## src/rtl/wdw_pkg.sv

```systemverilog
package wdw_pkg;
    typedef enum logic [1:0] {CS_RUN, CS_HOLD, CS_OFF} cnt_state_e;
    typedef enum logic {RS_IDLE, RS_DRIVE} rst_state_e;

    localparam logic [1:0]  ADDR_CTRL = 2'd0;
    localparam logic [1:0]  ADDR_MODE = 2'd1;
    localparam logic [1:0]  ADDR_STAT = 2'd2;

    localparam logic [31:0] MODE_RESET = 32'h3FFF_2FFF;
    localparam logic [31:0] MODE_MASK  = 32'h3FFF_FFFF;

    localparam int unsigned DELTA_LSB     = 16;
    localparam int unsigned BIT_IRQ_EN    = 12;
    localparam int unsigned BIT_RST_EN    = 13;
    localparam int unsigned BIT_CORE_ONLY = 14;
    localparam int unsigned BIT_DISABLE   = 15;
    localparam int unsigned BIT_DBG_HALT  = 28;
    localparam int unsigned BIT_IDLE_HALT = 29;

    localparam logic [7:0]  CTRL_KEY = 8'hA5;
endpackage

```

## src/rtl/wdw_regs.sv

```systemverilog
module wdw_regs
    import wdw_pkg::*;
#(
    parameter int unsigned CNT_W = 12
) (
    input  logic             clk,
    input  logic             rst_n,
    input  logic             bus_wr,
    input  logic             bus_rd,
    input  logic [1:0]       bus_addr,
    input  logic [31:0]      bus_wdata,
    output logic [31:0]      bus_rdata,
    input  logic             unf_evt,
    input  logic             err_evt,
    output logic [CNT_W-1:0] reload_val,
    output logic [CNT_W-1:0] delta_val,
    output logic             load_pulse,
    output logic [CNT_W-1:0] load_val,
    output logic             restart_req,
    output logic             dis_bit,
    output logic             idle_halt,
    output logic             dbg_halt,
    output logic             rst_en,
    output logic             core_only,
    output logic             irq_o
);
    logic [31:0] mode_q;
    logic        locked_q;
    logic        unf_q, err_q;
    logic        wr_mode, rd_stat;

    assign wr_mode     = bus_wr && (bus_addr == ADDR_MODE) && !locked_q;
    assign restart_req = bus_wr && (bus_addr == ADDR_CTRL)
                         && (bus_wdata[31:24] == CTRL_KEY) && bus_wdata[0];
    assign rd_stat     = bus_rd && (bus_addr == ADDR_STAT);

    assign load_pulse = wr_mode;
    assign load_val   = bus_wdata[CNT_W-1:0];
    assign reload_val = mode_q[CNT_W-1:0];
    assign delta_val  = mode_q[DELTA_LSB +: CNT_W];
    assign dis_bit    = mode_q[BIT_DISABLE];
    assign idle_halt  = mode_q[BIT_IDLE_HALT];
    assign dbg_halt   = mode_q[BIT_DBG_HALT];
    assign rst_en     = mode_q[BIT_RST_EN];
    assign core_only  = mode_q[BIT_CORE_ONLY];

    // one-shot configuration word
    always_ff @(posedge clk or negedge rst_n) begin
        if (!rst_n) begin
            mode_q   <= MODE_RESET;
            locked_q <= 1'b0;
        end else if (wr_mode) begin
            mode_q   <= bus_wdata & MODE_MASK;
            locked_q <= 1'b1;
        end
    end

    // sticky fault flags, cleared by a status read
    always_ff @(posedge clk or negedge rst_n) begin
        if (!rst_n) begin
            unf_q <= 1'b0;
            err_q <= 1'b0;
        end else begin
            if (unf_evt)      unf_q <= 1'b1;
            else if (rd_stat) unf_q <= 1'b0;
            if (err_evt)      err_q <= 1'b1;
            else if (rd_stat) err_q <= 1'b0;
        end
    end

    always_ff @(posedge clk or negedge rst_n) begin
        if (!rst_n) begin
            bus_rdata <= '0;
        end else if (bus_rd) begin
            unique case (bus_addr)
                ADDR_MODE: bus_rdata <= mode_q;
                ADDR_STAT: bus_rdata <= {30'b0, err_q, unf_q};
                default:   bus_rdata <= '0;
            endcase
        end
    end

    assign irq_o = mode_q[BIT_IRQ_EN] && (unf_q || err_q);

    assert_mode_frozen_R2: assert property (@(posedge clk) disable iff (!rst_n)
        locked_q |=> $stable(mode_q));

    assert_stat_clear_R8: assert property (@(posedge clk) disable iff (!rst_n)
        (rd_stat && !unf_evt && !err_evt) |=> (!unf_q && !err_q));

    assert_irq_gate_R9: assert property (@(posedge clk) disable iff (!rst_n)
        ((unf_evt || err_evt) && mode_q[BIT_IRQ_EN]) |=> irq_o);
endmodule

```

## src/rtl/wdw_counter.sv

```systemverilog
module wdw_counter
    import wdw_pkg::*;
#(
    parameter int unsigned CNT_W = 12
) (
    input  logic             clk,
    input  logic             rst_n,
    input  logic             tick_i,
    input  logic             idle_i,
    input  logic             debug_i,
    input  logic             dis_bit,
    input  logic             idle_halt,
    input  logic             dbg_halt,
    input  logic [CNT_W-1:0] reload_val,
    input  logic [CNT_W-1:0] delta_val,
    input  logic             load_pulse,
    input  logic [CNT_W-1:0] load_val,
    input  logic             restart_req,
    output logic             unf_evt,
    output logic             err_evt
);
    cnt_state_e       state_q, state_d;
    logic [CNT_W-1:0] cnt_q;
    logic             restart_ok, halted;

    assign halted = (idle_i && idle_halt) || (debug_i && dbg_halt);

    always_comb begin
        if (dis_bit)     state_d = CS_OFF;
        else if (halted) state_d = CS_HOLD;
        else             state_d = CS_RUN;
    end

    always_ff @(posedge clk or negedge rst_n) begin
        if (!rst_n) state_q <= CS_RUN;
        else        state_q <= state_d;
    end

    // fault events from the current state
    always_comb begin
        restart_ok = 1'b0;
        unf_evt    = 1'b0;
        err_evt    = 1'b0;
        unique case (state_q)
            CS_RUN: begin
                restart_ok = restart_req;
                err_evt    = restart_req && (cnt_q > delta_val);
                unf_evt    = tick_i && !restart_req && !load_pulse
                             && (cnt_q == '0);
            end
            CS_HOLD: begin
                restart_ok = restart_req;
                err_evt    = restart_req && (cnt_q > delta_val);
            end
            CS_OFF: begin
                restart_ok = 1'b0;
            end
            default: begin
                restart_ok = 1'b0;
            end
        endcase
    end

    always_ff @(posedge clk or negedge rst_n) begin
        if (!rst_n) begin
            cnt_q <= '1;
        end else if (load_pulse) begin
            cnt_q <= load_val;
        end else if (restart_ok) begin
            cnt_q <= reload_val;
        end else if (state_q == CS_RUN && tick_i) begin
            if (cnt_q == '0) cnt_q <= reload_val;
            else             cnt_q <= cnt_q - 1'b1;
        end
    end

    assert_unf_reload_R3: assert property (@(posedge clk) disable iff (!rst_n)
        unf_evt |=> (cnt_q == $past(reload_val)));

    assert_off_silent_R6: assert property (@(posedge clk) disable iff (!rst_n)
        (state_q == CS_OFF) |-> (!unf_evt && !err_evt));

    assert_hold_freeze_R7: assert property (@(posedge clk) disable iff (!rst_n)
        (state_q == CS_HOLD && !restart_req && !load_pulse) |=> $stable(cnt_q));
endmodule

```

## src/rtl/wdw_rstgen.sv

```systemverilog
module wdw_rstgen
    import wdw_pkg::*;
#(
    parameter int unsigned RST_CYCLES = 8
) (
    input  logic clk,
    input  logic rst_n,
    input  logic fault_evt,
    input  logic rst_en,
    input  logic core_only,
    output logic rst_sys_o,
    output logic rst_core_o
);
    localparam int unsigned LEN_W = $clog2(RST_CYCLES + 1);
    localparam logic [LEN_W-1:0] LEN_INIT = LEN_W'(RST_CYCLES - 1);

    rst_state_e       state_q;
    logic [LEN_W-1:0] len_q;
    logic             core_q;

    always_ff @(posedge clk or negedge rst_n) begin
        if (!rst_n) begin
            state_q <= RS_IDLE;
            len_q   <= '0;
            core_q  <= 1'b0;
        end else begin
            unique case (state_q)
                RS_IDLE: begin
                    if (fault_evt && rst_en) begin
                        state_q <= RS_DRIVE;
                        len_q   <= LEN_INIT;
                        core_q  <= core_only;
                    end
                end
                RS_DRIVE: begin
                    if (len_q == '0) state_q <= RS_IDLE;
                    else             len_q   <= len_q - 1'b1;
                end
                default: state_q <= RS_IDLE;
            endcase
        end
    end

    always_comb begin
        rst_sys_o  = 1'b0;
        rst_core_o = 1'b0;
        unique case (state_q)
            RS_DRIVE: begin
                rst_sys_o  = !core_q;
                rst_core_o = core_q;
            end
            default: begin
                rst_sys_o  = 1'b0;
                rst_core_o = 1'b0;
            end
        endcase
    end

    assert_rst_start_R10: assert property (@(posedge clk) disable iff (!rst_n)
        (fault_evt && rst_en && state_q == RS_IDLE) |=> (rst_sys_o || rst_core_o));

    assert_rst_exclusive_R10: assert property (@(posedge clk) disable iff (!rst_n)
        !(rst_sys_o && rst_core_o));
endmodule

```

## src/rtl/wdog_window_top.sv

```systemverilog
module wdog_window_top
    import wdw_pkg::*;
#(
    parameter int unsigned CNT_W      = 12,
    parameter int unsigned RST_CYCLES = 8
) (
    input  logic        clk,
    input  logic        rst_n,
    input  logic        tick_i,
    input  logic        idle_i,
    input  logic        debug_i,
    input  logic        bus_wr,
    input  logic        bus_rd,
    input  logic [1:0]  bus_addr,
    input  logic [31:0] bus_wdata,
    output logic [31:0] bus_rdata,
    output logic        irq_o,
    output logic        rst_sys_o,
    output logic        rst_core_o
);
    logic [CNT_W-1:0] reload_val, delta_val, load_val;
    logic load_pulse, restart_req, dis_bit, idle_halt, dbg_halt;
    logic rst_en, core_only, unf_evt, err_evt;

    wdw_regs #(.CNT_W(CNT_W)) regs_i (
        .clk(clk), .rst_n(rst_n),
        .bus_wr(bus_wr), .bus_rd(bus_rd), .bus_addr(bus_addr),
        .bus_wdata(bus_wdata), .bus_rdata(bus_rdata),
        .unf_evt(unf_evt), .err_evt(err_evt),
        .reload_val(reload_val), .delta_val(delta_val),
        .load_pulse(load_pulse), .load_val(load_val),
        .restart_req(restart_req), .dis_bit(dis_bit),
        .idle_halt(idle_halt), .dbg_halt(dbg_halt),
        .rst_en(rst_en), .core_only(core_only), .irq_o(irq_o)
    );

    wdw_counter #(.CNT_W(CNT_W)) cnt_i (
        .clk(clk), .rst_n(rst_n),
        .tick_i(tick_i), .idle_i(idle_i), .debug_i(debug_i),
        .dis_bit(dis_bit), .idle_halt(idle_halt), .dbg_halt(dbg_halt),
        .reload_val(reload_val), .delta_val(delta_val),
        .load_pulse(load_pulse), .load_val(load_val),
        .restart_req(restart_req),
        .unf_evt(unf_evt), .err_evt(err_evt)
    );

    wdw_rstgen #(.RST_CYCLES(RST_CYCLES)) rst_i (
        .clk(clk), .rst_n(rst_n),
        .fault_evt(unf_evt || err_evt),
        .rst_en(rst_en), .core_only(core_only),
        .rst_sys_o(rst_sys_o), .rst_core_o(rst_core_o)
    );
endmodule

```

## config.mk

```make
export PLATFORM = sky130hd
export DESIGN_NAME = wdog_window_top
export DESIGN_NICKNAME = d
export VERILOG_FILES = /design/src/rtl/wdw_pkg.sv /design/src/rtl/wdw_regs.sv /design/src/rtl/wdw_counter.sv /design/src/rtl/wdw_rstgen.sv /design/src/rtl/wdog_window_top.sv
export SDC_FILE = /design/constraint.sdc
export NUM_CORES = 1
export LEC_CHECK = 0
export BUFFER_PORTS_ARGS = -buffer_cell sky130_fd_sc_hd__buf_2
export CAP_MARGIN = 20
export CORE_MARGIN = 2
export CORE_UTILIZATION = 57
export DETAILED_ROUTE_END_ITERATION = 10
export PLACE_DENSITY_LB_ADDON = 0.1
export SKIP_LAST_GASP = 1
export SYNTH_ARGS = -nofsm -noshare
export SYNTH_HDL_FRONTEND = slang
export SYNTH_SLANG_ARGS = --single-unit
export TNS_END_PERCENT = 10
```

## constraint.sdc

```tcl
create_clock -name clk -period 4.5 [get_ports clk]
set_input_delay 0.45 -clock clk [delete_from_list [all_inputs] [get_ports clk]]
set_output_delay 0.45 -clock clk [all_outputs]
set_load 0.01 [all_outputs]
```

==> results of run 1 <==
power breakdown:
group / internal, W / switching, W
Combinational: 0.000243 / 0.000285
Clock: 0.000342 / 0.000261
Sequential: 0.000971 / 0.000148
Total: 0.00156 / 0.000694
cell families after synthesis:
group / share of synthesized area
compound gates: 0.140
xor+xnor: 0.0127
fa+ha+maj: 0.0574
buf+inv: 0.0733
flops: 0.513
mux: 0.0199
other cells: 0.000905
simple gates: 0.183
Yosys cell counts, types with 2 or more instances:
cell type	instances	area (µm²)
nor4_1	4	25.0
dfrtp_1	44	1100
o21a_1	4	30.0
o211ai_1	9	67.6
nand2b_1	2	12.5
and2_1	2	12.5
or2_2	3	18.8
o21ai_0	47	235
clkbuf_1	17	63.8
xnor2_1	6	52.6
buf_1	4	15.0
or3_1	2	12.5
a31oi_1	6	37.5
a21o_1	4	30.0
or4_1	2	15.0
a22o_1	2	17.5
ha_1	19	238
buf_4	2	15.0
nor3_1	4	20.0
nand2_1	82	308
nand4_1	3	18.8
mux2i_1	6	60.1
a22oi_1	4	30.0
nand3b_1	2	15.0
buf_2	3	15.0
inv_1	52	195
nor3b_1	2	15.0
o22ai_1	3	18.8
dfstp_2	39	1020
nor2_1	15	56.3
nand3_1	31	155
a21oi_1	10	50.1
flip-flops by register name, indices dropped and copies added (netlist names):
name,cells
regs_i.locked_q,1
regs_i.err_q,1
rst_i.core_q,1
regs_i.bus_rdata,30
cnt_i.cnt_q,12
regs_i.unf_q,1
regs_i.mode_q,30
cnt_i.state_q,2
rst_i.state_q,1
rst_i.len_q,4
area by class of cell:
type | instances | area [µm²] | area share
Clock buffer | 12 | 155 | 0.0323
Timing Repair Buffer | 76 | 410 | 0.0853
Inverter | 52 | 195 | 0.0406
Clock inverter | 4 | 72.6 | 0.0151
Multi-Input combinational cell | 292 | 1730 | 0.359
Tap cell | 99 | 124 | 0.0258
Sequential cell | 83 | 2130 | 0.442
routing by layer:
| layer | vias to the layer above | global-route usage |
|---|---|---|
| li1 | 1643 | - |
| met1 | 1586 | 0.324 |
| met2 | 90 | 0.398 |
| met3 | 12 | 0.0434 |
| met4 | 0 | 0.0882 |
| met5 | - | 0 |
final timing paths:
kind	cells past startpoint	to	slack (ns)	start
worst max-delay path	9	rst_i.core_q	1.98	bus_addr[1]
worst min-delay path	1	regs_i.bus_rdata[2]	-0.02	rst_n
worst max register to register	8	cnt_i.cnt_q[1]	2.00	cnt_i.cnt_q[0]
worst min register to register	0	cnt_i.state_q[1]	0.42	regs_i.mode_q[15]
max in group asynchronous	2	regs_i.mode_q[0]	3.86	rst_n
min in group clk	3	regs_i.mode_q[13]	0.27	bus_wdata[13]
worst reg2reg max path: cells and delay by family, from the launching register on:
family | cells | cell delay (ns)
muxes | 2 | 0.53
buffers and inverters | 1 | 0.10
DFF | 1 | 0.56
and+or+nand+nor | 3 | 0.97
AOI/OAI and AO/OA | 1 | 0.09
adders and majority gates | 1 | 0.20
per-stage QoR:
stage / worst slack (ns) / instances / hold slack (ns) / instance area (µm²)
floorplan: 2.26 / 453 / 0.154 / 4150
global placement: 1.68 / 601 / 0.407 / 4550
detailed placement: 1.59 / 601 / 0.412 / 4550
CTS: 1.97 / 617 / 0.265 / 4780
global route: 1.84 / 618 / 0.00283 / 4810
finish: 1.98 / 618 / -0.0170 / 4810
==> impl_metrics.env, run 1 <==
export IMPL_diodes=0
export IMPL_min_period_over_period=0.560
export IMPL_start_kind="input pin"
export IMPL_gr_total_overflow=0
export IMPL_final_core_util=0.674
export IMPL_clock_skew_final_ns=0.00975
export IMPL_hpwl_um=6300
export IMPL_initial_utilization=0.581
export IMPL_root_buffer="clkbuf_8"
export IMPL_netlist_instances=452
export IMPL_dieHeight_um=89.3
export IMPL_drive_gt1_frac=0.270
export IMPL_cts_buffer_depth=2
export IMPL_cts_inserted_buffers=9
export IMPL_finalSetupTns_ns=0
export IMPL_setup_viol=0
export IMPL_ys_types=49
export IMPL_cp_required_ns=4.75
export IMPL_drtAntennaViolNets=0
export IMPL_grt_pass1_wl_um=14500
export IMPL_drtIter0Drc=190
export IMPL_port_buffers=73
export IMPL_placementRows=31
export IMPL_violations="negative hold slack"
export IMPL_slew_viol_final=0
export IMPL_fp_dieW_um=89.3
export IMPL_leakage_nw=2.33
export IMPL_postCtsHoldBufs=0
export IMPL_ir_worst_vdd_mv=0.247
export IMPL_maxCapViolCount=0
export IMPL_area_delta_synth_final_pct=16.0
export IMPL_vias=3331
export IMPL_drt_wl_total_um=9110
export IMPL_ctsResizeCount=0
export IMPL_drc_errors=0
export IMPL_synth_edf_count=0
export IMPL_cp_num_buf_inv=3
export IMPL_synth_area_per_cell_um2=9.17
export IMPL_critPathCaptureType="flip-flop"
export IMPL_cpLargestDelayFamily="simple AND/OR/NAND/NOR gates"
export IMPL_holdWs_ns=-0.0170
export IMPL_hold_viol_final=10
export IMPL_seq_area_frac_synth=0.513
export IMPL_cts_sinks=83
export IMPL_arrival_ns=2.77
export IMPL_cp_slowest_stage_delay_ns=0.54
export IMPL_wl_met2_um=4360
export IMPL_rsz0062_at_grt="false"
export IMPL_syn_area_um2=4150
export IMPL_maxSlewHeadroom=0.367
export IMPL_grt_max_degree=84
export IMPL_core_area_um2=7140
export IMPL_drt_met1_wl_um=4070
export IMPL_yosysWarnings=0
export IMPL_wire_per_inst_um=14.7
export IMPL_final_cell_mix="nand2_1, buf_2, inv_1"
export IMPL_track_usage=0.243
export IMPL_worstPathCellList="buf_2 -> inv_1 -> ha_1 -> buf_4 -> nand2_1 -> or2_2 -> and4_1 -> o211ai_2 -> mux2_1"
export IMPL_cts_setup_buffers=0
export IMPL_worstMarginPinSlew_ns=0.950
export IMPL_worstPathMaxFanout=31
export IMPL_insertion_delay_ns=0.36
export IMPL_min_path_type="in2async"
export IMPL_dieArea_um2=7970
export IMPL_drt_pre_antenna_iters=5
export IMPL_total_power_w=0.00225
export IMPL_wl_met3_um=547
export IMPL_synth_flop_cell="dfrtp_1"
export IMPL_final_common_cell="nand2_1"
export IMPL_run_status="finished with violations"
export IMPL_cts_tree="built"
export IMPL_layout_min_cycle_time_ns=2.52
export IMPL_route_top_layer_used="met4"
export IMPL_gp_congestion=0.813
export IMPL_finalNetCount=574
export IMPL_htree_levels=3
export IMPL_io_pins=76
export IMPL_power_density_nw_per_um2=468
export IMPL_critical_path_class="in2reg"
export IMPL_synth_seq_cells=83
export IMPL_fillers=636
export IMPL_antenna_found_initial=0
export IMPL_cp_slowest_cell="or2_2"
export IMPL_grt_pass1_vias=3160
export IMPL_fmax_mhz=397
export IMPL_clkTransAtPathRegs_ns=0.08
export IMPL_synthArstFlopShare=1.00
export IMPL_via_per_inst=5.39
Note: power is estimated with default switching activity, not from simulation.
==> inputs of run 2 (changes only) <==
--- a/config.mk
+++ b/config.mk
@@ -8,7 +8,7 @@
 export BUFFER_PORTS_ARGS = -buffer_cell sky130_fd_sc_hd__buf_2
 export CAP_MARGIN = 20
 export CORE_MARGIN = 2
-export CORE_UTILIZATION = 57
+export CORE_UTILIZATION = 56
 export DETAILED_ROUTE_END_ITERATION = 10
 export PLACE_DENSITY_LB_ADDON = 0.1
 export SKIP_LAST_GASP = 1
==> constraint.sdc (replaced) <==
create_clock -name clk -period 2.4 [get_ports clk]
set_input_delay 0.24 -clock clk [delete_from_list [all_inputs] [get_ports clk]]
set_output_delay 0.24 -clock clk [all_outputs]
set_load 0.01 [all_outputs]
==> run 2 against run 1 <==
The run now ends clean. Count of clock-buffer cells in the layout unchanged. Hold slack improved by 0.080 ns. Sequential share of layout area decreased by 0.97 points. Critical path type is now reg2reg.
==> impl_metrics.env, run 2 (synthesized netlist as in run 1, its figures left out) <==
export IMPL_via_per_inst=5.38
export IMPL_root_buffer="clkbuf_8"
export IMPL_core_area_um2=7210
export IMPL_fillers=614
export IMPL_finalNetCount=586
export IMPL_arrival_ns=2.54
export IMPL_worstPathMaxFanout=3
export IMPL_critical_path_class="reg2reg"
export IMPL_final_common_cell="nand2_1"
export IMPL_maxCapViolCount=0
export IMPL_antenna_found_initial=0
export IMPL_vias=3392
export IMPL_fmax_mhz=436
export IMPL_drc_errors=0
export IMPL_seq_area_um2=2130
export IMPL_run_status="complete, no violations"
export IMPL_grt_pass1_vias=3338
export IMPL_placementRows=31
export IMPL_grt_pass1_wl_um=16500
export IMPL_multiInputGateArea_um2=1750
export IMPL_largestRegisters="regs_i.bus_rdata: 30 flops, regs_i.mode_q: 30 flops, cnt_i.cnt_q: 12 flops"
export IMPL_cts_inserted_buffers=9
export IMPL_finalSetupTns_ns=0
export IMPL_start_kind="flip-flop"
export IMPL_min_period_over_period=0.955
export IMPL_holdWs_ns=0.0632
export IMPL_drtIter0Drc=167
export IMPL_cts_buffer_depth=2
export IMPL_cp_required_ns=2.65
export IMPL_ir_worst_vdd_mv=0.419
export IMPL_initial_utilization=0.575
export IMPL_power_density_nw_per_um2=874
export IMPL_clkTransAtPathRegs_ns=0.08
export IMPL_rrSetupSlack_ns=0.11
export IMPL_rsz0062_at_grt="false"
export IMPL_critPathCaptureType="flip-flop"
export IMPL_gp_congestion=0.834
export IMPL_leakage_nw=2.39
export IMPL_hold_viol_final=0
export IMPL_grt_max_degree=43
export IMPL_wire_per_inst_um=15.3
export IMPL_clock_skew_final_ns=0.0104
export IMPL_worstMarginPinSlew_ns=0.696
export IMPL_drt_wl_total_um=9660
export IMPL_dieArea_um2=8110
export IMPL_insertion_delay_ns=0.36
export IMPL_track_usage=0.255
export IMPL_drive_gt1_frac=0.290
export IMPL_slew_viol_final=0
export IMPL_min_path_type="in2reg"
export IMPL_layout_min_cycle_time_ns=2.29
export IMPL_drtAntennaViolNets=0
export IMPL_port_buffers=73
export IMPL_final_cell_mix="nand2_1, buf_2, inv_1"
export IMPL_area_delta_synth_final_pct=18.6
export IMPL_gr_total_overflow=0
export IMPL_maxSlewHeadroom=0.536
export IMPL_dieHeight_um=90.0
export IMPL_cts_tree="built"
export IMPL_total_power_w=0.00430
export IMPL_io_pins=76
export IMPL_setup_viol=0
export IMPL_diodes=0
export IMPL_fp_dieW_um=90.0
export IMPL_htree_levels=3
export IMPL_drt_pre_antenna_iters=5
export IMPL_cts_sinks=83
export IMPL_hpwl_um=6810
-- run 2: final timing paths --
kind,startpoint,to,depth (start not counted)
worst max-delay path,regs_i.mode_q[27],rst_i.core_q,8
worst min-delay path,bus_wdata[13],regs_i.mode_q[13],3
worst max register to register,regs_i.mode_q[27],rst_i.core_q,8
worst min register to register,regs_i.mode_q[15],cnt_i.state_q[1],0
max in group asynchronous,rst_n,regs_i.mode_q[1],3
min in group asynchronous,rst_n,regs_i.bus_rdata[3],2
-- run 2: metrics by stage --
stage / std cells / setup WS, ns / util / area [µm²]
3_3_place_gp: 611 / 0.137 / 0.643 / 4640
6_report: 630 / 0.107 / 0.682 / 4920
2_1_floorplan: 453 / 0.157 / - / 4150
4_1_cts: 628 / 0.0152 / 0.676 / 4870
5_1_grt: 630 / 0.00332 / 0.682 / 4920
3_5_place_dp: 611 / 0.0672 / 0.643 / 4640
-- run 2: critical path: stages, from the launching register on --
cell and delay, ns:
dfstp_2 0.54, inv_1 0.06, ha_1 0.29, nand4_1 0.09, or2_2 0.31, o21a_1 0.19, o41a_1 0.15, o211ai_2 0.23
mux2_4 0.32
-- run 2: metal layers --
layer / up-vias / share of wire / GRT usage
met2: 88 / 0.48 / 0.408
met1: 1628 / 0.45 / 0.353
met5: - / 0 / 0
met4: 0 / 0.016 / 0.0897
met3: 13 / 0.053 / 0.0427
li1: 1663 / - / -
-- run 2: final cells by class --
class,instances,share of cell area
Clock buffer,12,0.0316
Clock inverter,4,0.0148
Inverter,52,0.0397
Multi-Input combinational cell,292,0.356
Sequential cell,83,0.432
Tap cell,99,0.0252
Timing Repair Buffer,88,0.101
-- run 2: power breakdown --
| part | switching, W | internal, W | total, W |
|---|---|---|---|
| sequential | 0.000295 | 0.00182 | 0.00212 |
| combinational | 0.000555 | 0.000489 | 0.00104 |
| clock | 0.000497 | 0.000642 | 0.00114 |
| total | 0.00135 | 0.00295 | 0.00430 |
-- run 2: timing repair --
| action | in CTS | in global routing |
|---|---|---|
| endpoints found under the setup margin | 0 | 11 |
| gates resized for setup | 0 | 7 |
| buffers inserted | 0 | 2 |
| endpoints found under the hold margin | 24 | 0 |
| hold buffers | 1 | 0 |
